## config.mk

```make
export PLATFORM = sky130hd
export DESIGN_NAME = lo_ownership_ctrl
export DESIGN_NICKNAME = d
export VERILOG_FILES = /design/src/rtl/lo_pkg.sv /design/src/rtl/lo_addr_dec.sv /design/src/rtl/lo_own_regs.sv /design/src/rtl/lo_rd_mux.sv /design/src/rtl/lo_ownership_ctrl.sv
export SDC_FILE = /design/constraint.sdc
export NUM_CORES = 1
export LEC_CHECK = 0
export BUFFER_PORTS_ARGS = -buffer_cell sky130_fd_sc_hd__buf_2
export CAP_MARGIN = 20
export CORE_MARGIN = 5
export CORE_UTILIZATION = 39
export CTS_CLUSTER_SIZE = 14
export DETAILED_ROUTE_END_ITERATION = 12
export HOLD_SLACK_MARGIN = 0.08
export PLACE_DENSITY = 0.92
export SETUP_SLACK_MARGIN = 0.2
export SYNTH_ARGS = -nofsm -noshare
export SYNTH_HDL_FRONTEND = slang
export SYNTH_SLANG_ARGS = --single-unit
```

## constraint.sdc

```tcl
create_clock -name clk -period 5.5 [get_ports clk]
set_input_delay 1.1 -clock clk [delete_from_list [all_inputs] [get_ports clk]]
set_output_delay 1.1 -clock clk [all_outputs]
set_load 0.005 [all_outputs]
```

## src/rtl/lo_pkg.sv

```systemverilog
package lo_pkg;
  localparam int unsigned OFF_W = 12;

  localparam logic [OFF_W-1:0] OFF_STATE = 12'h000;
  localparam logic [OFF_W-1:0] OFF_CTRL  = 12'h008;
  localparam logic [OFF_W-1:0] OFF_STS   = 12'h00C;

  localparam logic [31:0] CMD_CLAIM   = 32'h0000_0001;
  localparam logic [31:0] CMD_RELEASE = 32'h0000_0002;

  localparam logic [7:0] LOC_NONE = 8'hFF;
  localparam logic [1:0] SZ_WORD  = 2'd2;

  localparam int unsigned ST_EST_BIT   = 0;
  localparam int unsigned ST_ASGN_BIT  = 1;
  localparam int unsigned ST_OWN_LSB   = 2;
  localparam int unsigned ST_OWN_W     = 3;
  localparam int unsigned ST_VALID_BIT = 7;
  localparam int unsigned SS_GRANT_BIT = 0;
  localparam int unsigned SS_SEIZE_BIT = 1;

  typedef enum logic [1:0] {
    SEL_NONE  = 2'd0,
    SEL_STATE = 2'd1,
    SEL_CTRL  = 2'd2,
    SEL_STS   = 2'd3
  } reg_sel_e;
endpackage

```

## src/rtl/lo_addr_dec.sv

```systemverilog
module lo_addr_dec
  import lo_pkg::*;
#(
  parameter int unsigned ADDR_W  = 15,
  parameter int unsigned NUM_LOC = 1,
  localparam int unsigned LOC_W  = ADDR_W - OFF_W
) (
  input  logic [ADDR_W-1:0] addr,
  input  logic              wr_en,
  input  logic [1:0]        acc_size,
  output reg_sel_e          sel,
  output logic [LOC_W-1:0]  loc,
  output logic [1:0]        byte_off,
  output logic              ctrl_wr
);
  logic [OFF_W-1:0] word_off;
  logic             full_word;
  logic             loc_ok;

  always_comb begin
    loc       = addr[ADDR_W-1:OFF_W];
    byte_off  = addr[1:0];
    word_off  = {addr[OFF_W-1:2], 2'b00};
    full_word = (acc_size == SZ_WORD) && (addr[1:0] == 2'b00);
    loc_ok    = ({{(32-LOC_W){1'b0}}, loc} < NUM_LOC[31:0]);
    unique case (word_off)
      OFF_STATE: sel = SEL_STATE;
      OFF_CTRL:  sel = SEL_CTRL;
      OFF_STS:   sel = SEL_STS;
      default:   sel = SEL_NONE;
    endcase
    ctrl_wr = wr_en && full_word && loc_ok && (sel == SEL_CTRL);
  end
endmodule

```

## src/rtl/lo_own_regs.sv

```systemverilog
module lo_own_regs
  import lo_pkg::*;
#(
  parameter int unsigned LOC_W = 3
) (
  input  logic             clk,
  input  logic             rst,
  input  logic             ctrl_wr,
  input  logic [31:0]      wr_data,
  input  logic [LOC_W-1:0] wr_loc,
  output logic             assigned,
  output logic             granted,
  output logic             seized,
  output logic [LOC_W-1:0] owner,
  output logic [7:0]       active_loc
);
  logic             asgn_q, grant_q, seize_q;
  logic [LOC_W-1:0] owner_q;
  logic [7:0]       act_q;
  logic             asgn_d, grant_d, seize_d;
  logic [LOC_W-1:0] owner_d;

  always_comb begin
    asgn_d  = asgn_q;
    grant_d = grant_q;
    seize_d = seize_q;
    owner_d = owner_q;
    if (ctrl_wr) begin
      if (wr_data == CMD_CLAIM) begin
        asgn_d  = 1'b1;
        grant_d = 1'b1;
        seize_d = 1'b0;
        owner_d = wr_loc;
      end else if (wr_data == CMD_RELEASE) begin
        asgn_d  = 1'b0;
        grant_d = 1'b0;
      end
    end
  end

  always_ff @(posedge clk) begin
    if (rst) begin
      asgn_q  <= 1'b0;
      grant_q <= 1'b0;
      seize_q <= 1'b0;
      owner_q <= '0;
      act_q   <= LOC_NONE;
    end else begin
      asgn_q  <= asgn_d;
      grant_q <= grant_d;
      seize_q <= seize_d;
      owner_q <= owner_d;
      act_q   <= asgn_d ? 8'(owner_d) : LOC_NONE;
    end
  end

  assign assigned   = asgn_q;
  assign granted    = grant_q;
  assign seized     = seize_q;
  assign owner      = owner_q;
  assign active_loc = act_q;


  claim_sets_chk: assert property (@(posedge clk) disable iff (rst)
    (ctrl_wr && wr_data == CMD_CLAIM) |=> (asgn_q && grant_q && !seize_q));


  release_clears_chk: assert property (@(posedge clk) disable iff (rst)
    (ctrl_wr && wr_data == CMD_RELEASE) |=> (!asgn_q && !grant_q));


  other_cmd_ignored_chk: assert property (@(posedge clk) disable iff (rst)
    (ctrl_wr && wr_data != CMD_CLAIM && wr_data != CMD_RELEASE)
    |=> ($stable(asgn_q) && $stable(grant_q) && $stable(owner_q)));
endmodule

```

## src/rtl/lo_rd_mux.sv

```systemverilog
module lo_rd_mux
  import lo_pkg::*;
#(
  parameter int unsigned LOC_W = 3
) (
  input  logic             clk,
  input  logic             rst,
  input  logic             rd_en,
  input  reg_sel_e         sel,
  input  logic [1:0]       byte_off,
  input  logic             est_flag,
  input  logic             assigned,
  input  logic             granted,
  input  logic             seized,
  input  logic [LOC_W-1:0] owner,
  output logic [31:0]      rd_data,
  output logic             rd_valid
);
  logic [31:0] state_w, sts_w, word;
  logic [31:0] rd_q;
  logic        vld_q;

  always_comb begin
    state_w = '0;
    state_w[ST_VALID_BIT] = 1'b1;
    state_w[ST_ASGN_BIT]  = assigned;
    state_w[ST_OWN_LSB +: ST_OWN_W] = ST_OWN_W'(owner);
    state_w[ST_EST_BIT]   = ~est_flag;
    sts_w = '0;
    sts_w[SS_GRANT_BIT] = granted;
    sts_w[SS_SEIZE_BIT] = seized;
    unique case (sel)
      SEL_STATE: word = state_w;
      SEL_STS:   word = sts_w;
      default:   word = '0;
    endcase
  end

  always_ff @(posedge clk) begin
    if (rst) begin
      rd_q  <= '0;
      vld_q <= 1'b0;
    end else begin
      vld_q <= rd_en;
      if (rd_en) rd_q <= word >> {byte_off, 3'b000};
    end
  end

  assign rd_data  = rd_q;
  assign rd_valid = vld_q;


  rd_valid_follows_chk: assert property (@(posedge clk) disable iff (rst)
    rd_en |=> rd_valid);


  rd_valid_drops_chk: assert property (@(posedge clk) disable iff (rst)
    !rd_en |=> !rd_valid);
endmodule

```

## src/rtl/lo_ownership_ctrl.sv

```systemverilog
module lo_ownership_ctrl
  import lo_pkg::*;
#(
  parameter int unsigned ADDR_W  = 15,
  parameter int unsigned NUM_LOC = 1
) (
  input  logic              clk,
  input  logic              rst,
  input  logic              wr_en,
  input  logic              rd_en,
  input  logic [ADDR_W-1:0] addr,
  input  logic [1:0]        acc_size,
  input  logic [31:0]       wr_data,
  input  logic              est_flag,
  output logic [31:0]       rd_data,
  output logic              rd_valid,
  output logic [7:0]        active_loc
);
  localparam int unsigned LOC_W = ADDR_W - OFF_W;

  reg_sel_e         sel;
  logic [LOC_W-1:0] loc;
  logic [1:0]       byte_off;
  logic             ctrl_wr;
  logic             assigned, granted, seized;
  logic [LOC_W-1:0] owner;

  lo_addr_dec #(.ADDR_W(ADDR_W), .NUM_LOC(NUM_LOC)) dec_i (
    .addr(addr), .wr_en(wr_en), .acc_size(acc_size),
    .sel(sel), .loc(loc), .byte_off(byte_off), .ctrl_wr(ctrl_wr)
  );

  lo_own_regs #(.LOC_W(LOC_W)) regs_i (
    .clk(clk), .rst(rst), .ctrl_wr(ctrl_wr), .wr_data(wr_data), .wr_loc(loc),
    .assigned(assigned), .granted(granted), .seized(seized), .owner(owner),
    .active_loc(active_loc)
  );

  lo_rd_mux #(.LOC_W(LOC_W)) rdm_i (
    .clk(clk), .rst(rst), .rd_en(rd_en), .sel(sel), .byte_off(byte_off),
    .est_flag(est_flag), .assigned(assigned), .granted(granted),
    .seized(seized), .owner(owner), .rd_data(rd_data), .rd_valid(rd_valid)
  );


  none_code_chk: assert property (@(posedge clk) disable iff (rst)
    !assigned |-> (active_loc == LOC_NONE));


  owner_shown_chk: assert property (@(posedge clk) disable iff (rst)
    assigned |-> (active_loc == 8'(owner)));


  narrow_write_drop_chk: assert property (@(posedge clk) disable iff (rst)
    (wr_en && (acc_size != SZ_WORD || addr[1:0] != 2'b00))
    |=> ($stable(assigned) && $stable(granted)));


  foreign_loc_drop_chk: assert property (@(posedge clk) disable iff (rst)
    (wr_en && ({{(32-LOC_W){1'b0}}, addr[ADDR_W-1:OFF_W]} >= NUM_LOC[31:0]))
    |=> ($stable(assigned) && $stable(granted)));
endmodule

```

==> impl_metrics.py <==
metrics = {
    "sta": {
        "setup_viol": 0,
        "fin_setup_tns_ps": 0,
        "min_period_over_period_pct": 49.8,
        "final.setup_skew_ps": 0.501,
        "fmax_mhz": 365,
        "hold_viol_final": 0,
        "hold_slack_ps": 478,
        "slew-limit-headroom_pct": 64.9,
        "fin_crit_ps": 2740,
        "worstMarginPinSlew_ps": 522,
        "slew_viol_final": 0,
        "rsz0062_at_grt": "false",
    },
    "power": {
        "p_total_w": 0.000225,
        "combPwrFrac_pct": 14.3,
        "power_density_nw_per_um2": 177,
        "p_sw_share_pct": 23.1,
        "p_switching_w": 0.0000520,
        "ir_drop_uv": 99.0,
        "power_leakage_nw": 0.627,
        "pwr-share-seq_pct": 51.6,
        "p_clk_share_pct": 34.1,
        "intPower_w": 0.000173,
    },
    "floorplanning": {
        "core_sq_um": 2450,
        "num_io_pins": 95,
        "fp.dieW_microns": 60.5,
        "fp.dieArea_sq_um": 3660,
        "die_h_microns": 60.5,
        "rows": 18,
        "initial_utilization_pct": 40.5,
    },
    "final_layout": {
        "drive_gt1_share_pct": 44.6,
        "areaGrowthSynthToFinish_pct": 28.1,
        "design_area_sq_um": 1270,
        "finalNetCount": 232,
        "n_fill_cell": 253,
        "multi_input_area_sq_um": 515,
        "regArea_sq_um": 320,
        "antenna_cells": 0,
    },
    "min_path": {
        "worstHoldPathType": "flip-flop to flip-flop",
        "min_from": "regs_i.owner[0]",
    },
    "setup_path": {
        "r2r_start": "regs_i.granted",
        "cpLargestDelayFamily": "simple AND/OR/NAND/NOR gates",
        "timing.critical_path.slowest_stage_cell": "or4_4",
        "path_buf_inv": 1,
        "worstPathMaxFanout": 6,
        "startpoint": "wr_data[17]",
        "cpPeakStageDelay_ps": 570,
        "cp.required_ps": 5650,
        "cp_common_cell": "or4_4",
        "cp_cell_sequence": "buf_2, or4_4, or4_4, nor4_2, o221ai_1",
        "end_kind": "flip-flop",
        "worst-setup-path-type": "primary input to flip-flop",
        "arrival_ps": 2890,
        "cp-start-kind": "primary input",
    },
    "job": {
        "drv_cap": 0,
    },
    "synthesis": {
        "synthTopCellsByArea": "dfxtp_1 32%, buf_4 23%, nor4_1 5.0%",
        "synth_warnings": 0,
        "ys_seq_elements": 16,
        "ys_types": 34,
        "synth.yosys.seq_area_share_pct": 32.2,
        "syn_inst": 111,
        "synth_top_area_cell": "dfxtp_1",
        "synth_top_flop_cell": "dfxtp_1",
        "syn_area_sq_um": 993,
        "synth_top_area_share_pct": 32.2,
        "avgSynthCellArea_sq_um": 8.95,
        "async_reset_ff_share_pct": 0,
        "synth_edf_count": 0,
    },
    "global_routing": {
        "grt_pass1_vias": 886,
        "gr-usage-all-layers_pct": 12.3,
        "grt_overflow": 0,
        "grt_pass1_wl_microns": 3480,
        "grt_max_degree": 13,
        "grt_antenna_before_repair": 0,
    },
    "cts": {
        "ctsHoldBuffers": 0,
        "cts-resized-gates": 0,
        "clk_latency_ps": 280,
        "cts_max_level": 1,
        "cts.sinks": 16,
        "clkTransAtPathRegs_ps": 90,
        "numCtsBuffers": 3,
        "post_cts_buffers": 0,
        "root_buffer": "clkbuf_4",
        "clk_path_buf_depth": 2,
        "cts_tree": "built",
    },
    "detailed_routing": {
        "vias": 951,
        "drt_iter0_drc": 14,
        "wl_microns": 2400,
        "ant_nets": 0,
        "detail_route.vias_per_cell": 4.59,
        "wl_per_cell_microns": 11.6,
        "drc": 0,
        "firstDrtPassIters": 4,
    },
    "placed_design": {
        "port_buffers": 68,
        "place.gp.congestion": 0.723,
        "place_area_sq_um": 1240,
        "dpl.hpwl_microns": 2070,
    },
    "run_status": {
        "status": "completed",
    },
}
[power groups by stage]
| stage | sequential (W) | clock [W] | combinational [W] |
|---|---|---|---|
| after global placement | 0.000119 | 0 | 0.0000311 |
| after detailed placement | 0.000119 | 0 | 0.0000316 |
| after floorplan | 0.000119 | 0 | 0.0000242 |
| after global routing | 0.000116 | 0.0000848 | 0.0000365 |
| final | 0.000116 | 0.0000768 | 0.0000321 |
| after CTS | 0.000116 | 0.0000809 | 0.0000318 |
[stage by stage]
step / util (%) / setup WS [ps] / cells
2_1_floorplan: - / 2660 / 136
3_3_place_gp: 50.4 / 2490 / 203
3_5_place_dp: 50.4 / 2430 / 203
5_1_grt: 51.8 / 2640 / 207
6_report: 51.8 / 2760 / 207
4_1_cts: 51.8 / 2740 / 207
[cells in the mapped netlist, drive strengths merged, types with 2 or more instances]
library cell and instances:
nor2 7, nand2 3, o221ai 3, or3 2, dfxtp 16, nor3 4, nor2b 3, a22oi 2
nor4 9, o41a 2, inv 6, buf 30, nand4 2, a21oi 4, or4 3
[state kept, by name, summed over array words and instances, names as in the netlist]
register,cells
rdm_i.rd_data,6
regs_i.active_loc,4
regs_i.owner,3
rdm_i.rd_valid,1
regs_i.assigned,1
regs_i.granted,1
[cells in the final DEF, fill, tap and decap left out, drive strengths merged, types with 3 or more instances in the layout]
master	netlist	layout
a21oi	4	4
buf	30	68
clkbuf	1	4
conb	1	26
dfxtp	16	16
inv	6	6
nand2	3	3
nor2	7	7
nor2b	3	3
nor3	4	4
nor4	9	9
o221ai	3	3
or4	3	3
[metal layers]
layer | GRT usage (%) | wire [microns] | vias to the layer above
li1 | - | - | 480
met1 | 13.2 | 827 | 417
met2 | 24.4 | 1250 | 54
met3 | 1.28 | 324 | 0
met4 | 4.64 | 0 | 0
met5 | 0 | 0 | -
[worst register-to-register path: stages (launching register included)]
cell	delay (ps)
dfxtp_1	340
a31oi_1	60
or3_1	300
a21oi_1	150
[final cells by class]
| cell class | count | share of cell area (%) |
|---|---|---|
| clock buffer | 4 | 2.85 |
| sequential | 16 | 25.2 |
| inverter | 6 | 1.77 |
| multi-input combinational | 83 | 40.5 |
| tap | 30 | 2.95 |
| timing repair buffer | 68 | 26.7 |
[logic make-up after synthesis]
kind of cell | share of synthesized area, %
flops | 32.2
buf+inv | 25.3
other cells | 0.377
compound gates | 15.0
simple gates | 26.2
xor+xnor | 0.882
[worst paths after layout]
kind | to | slack, ps | cells past startpoint
worst max-delay path | regs_i.active_loc[0] | 2760 | 5
worst min-delay path | regs_i.owner[0] | 480 | 2
worst max register to register | rdm_i.rd_data[0] | 4580 | 3
worst min register to register | regs_i.owner[0] | 480 | 2
(Power assumes the default switching activity.)
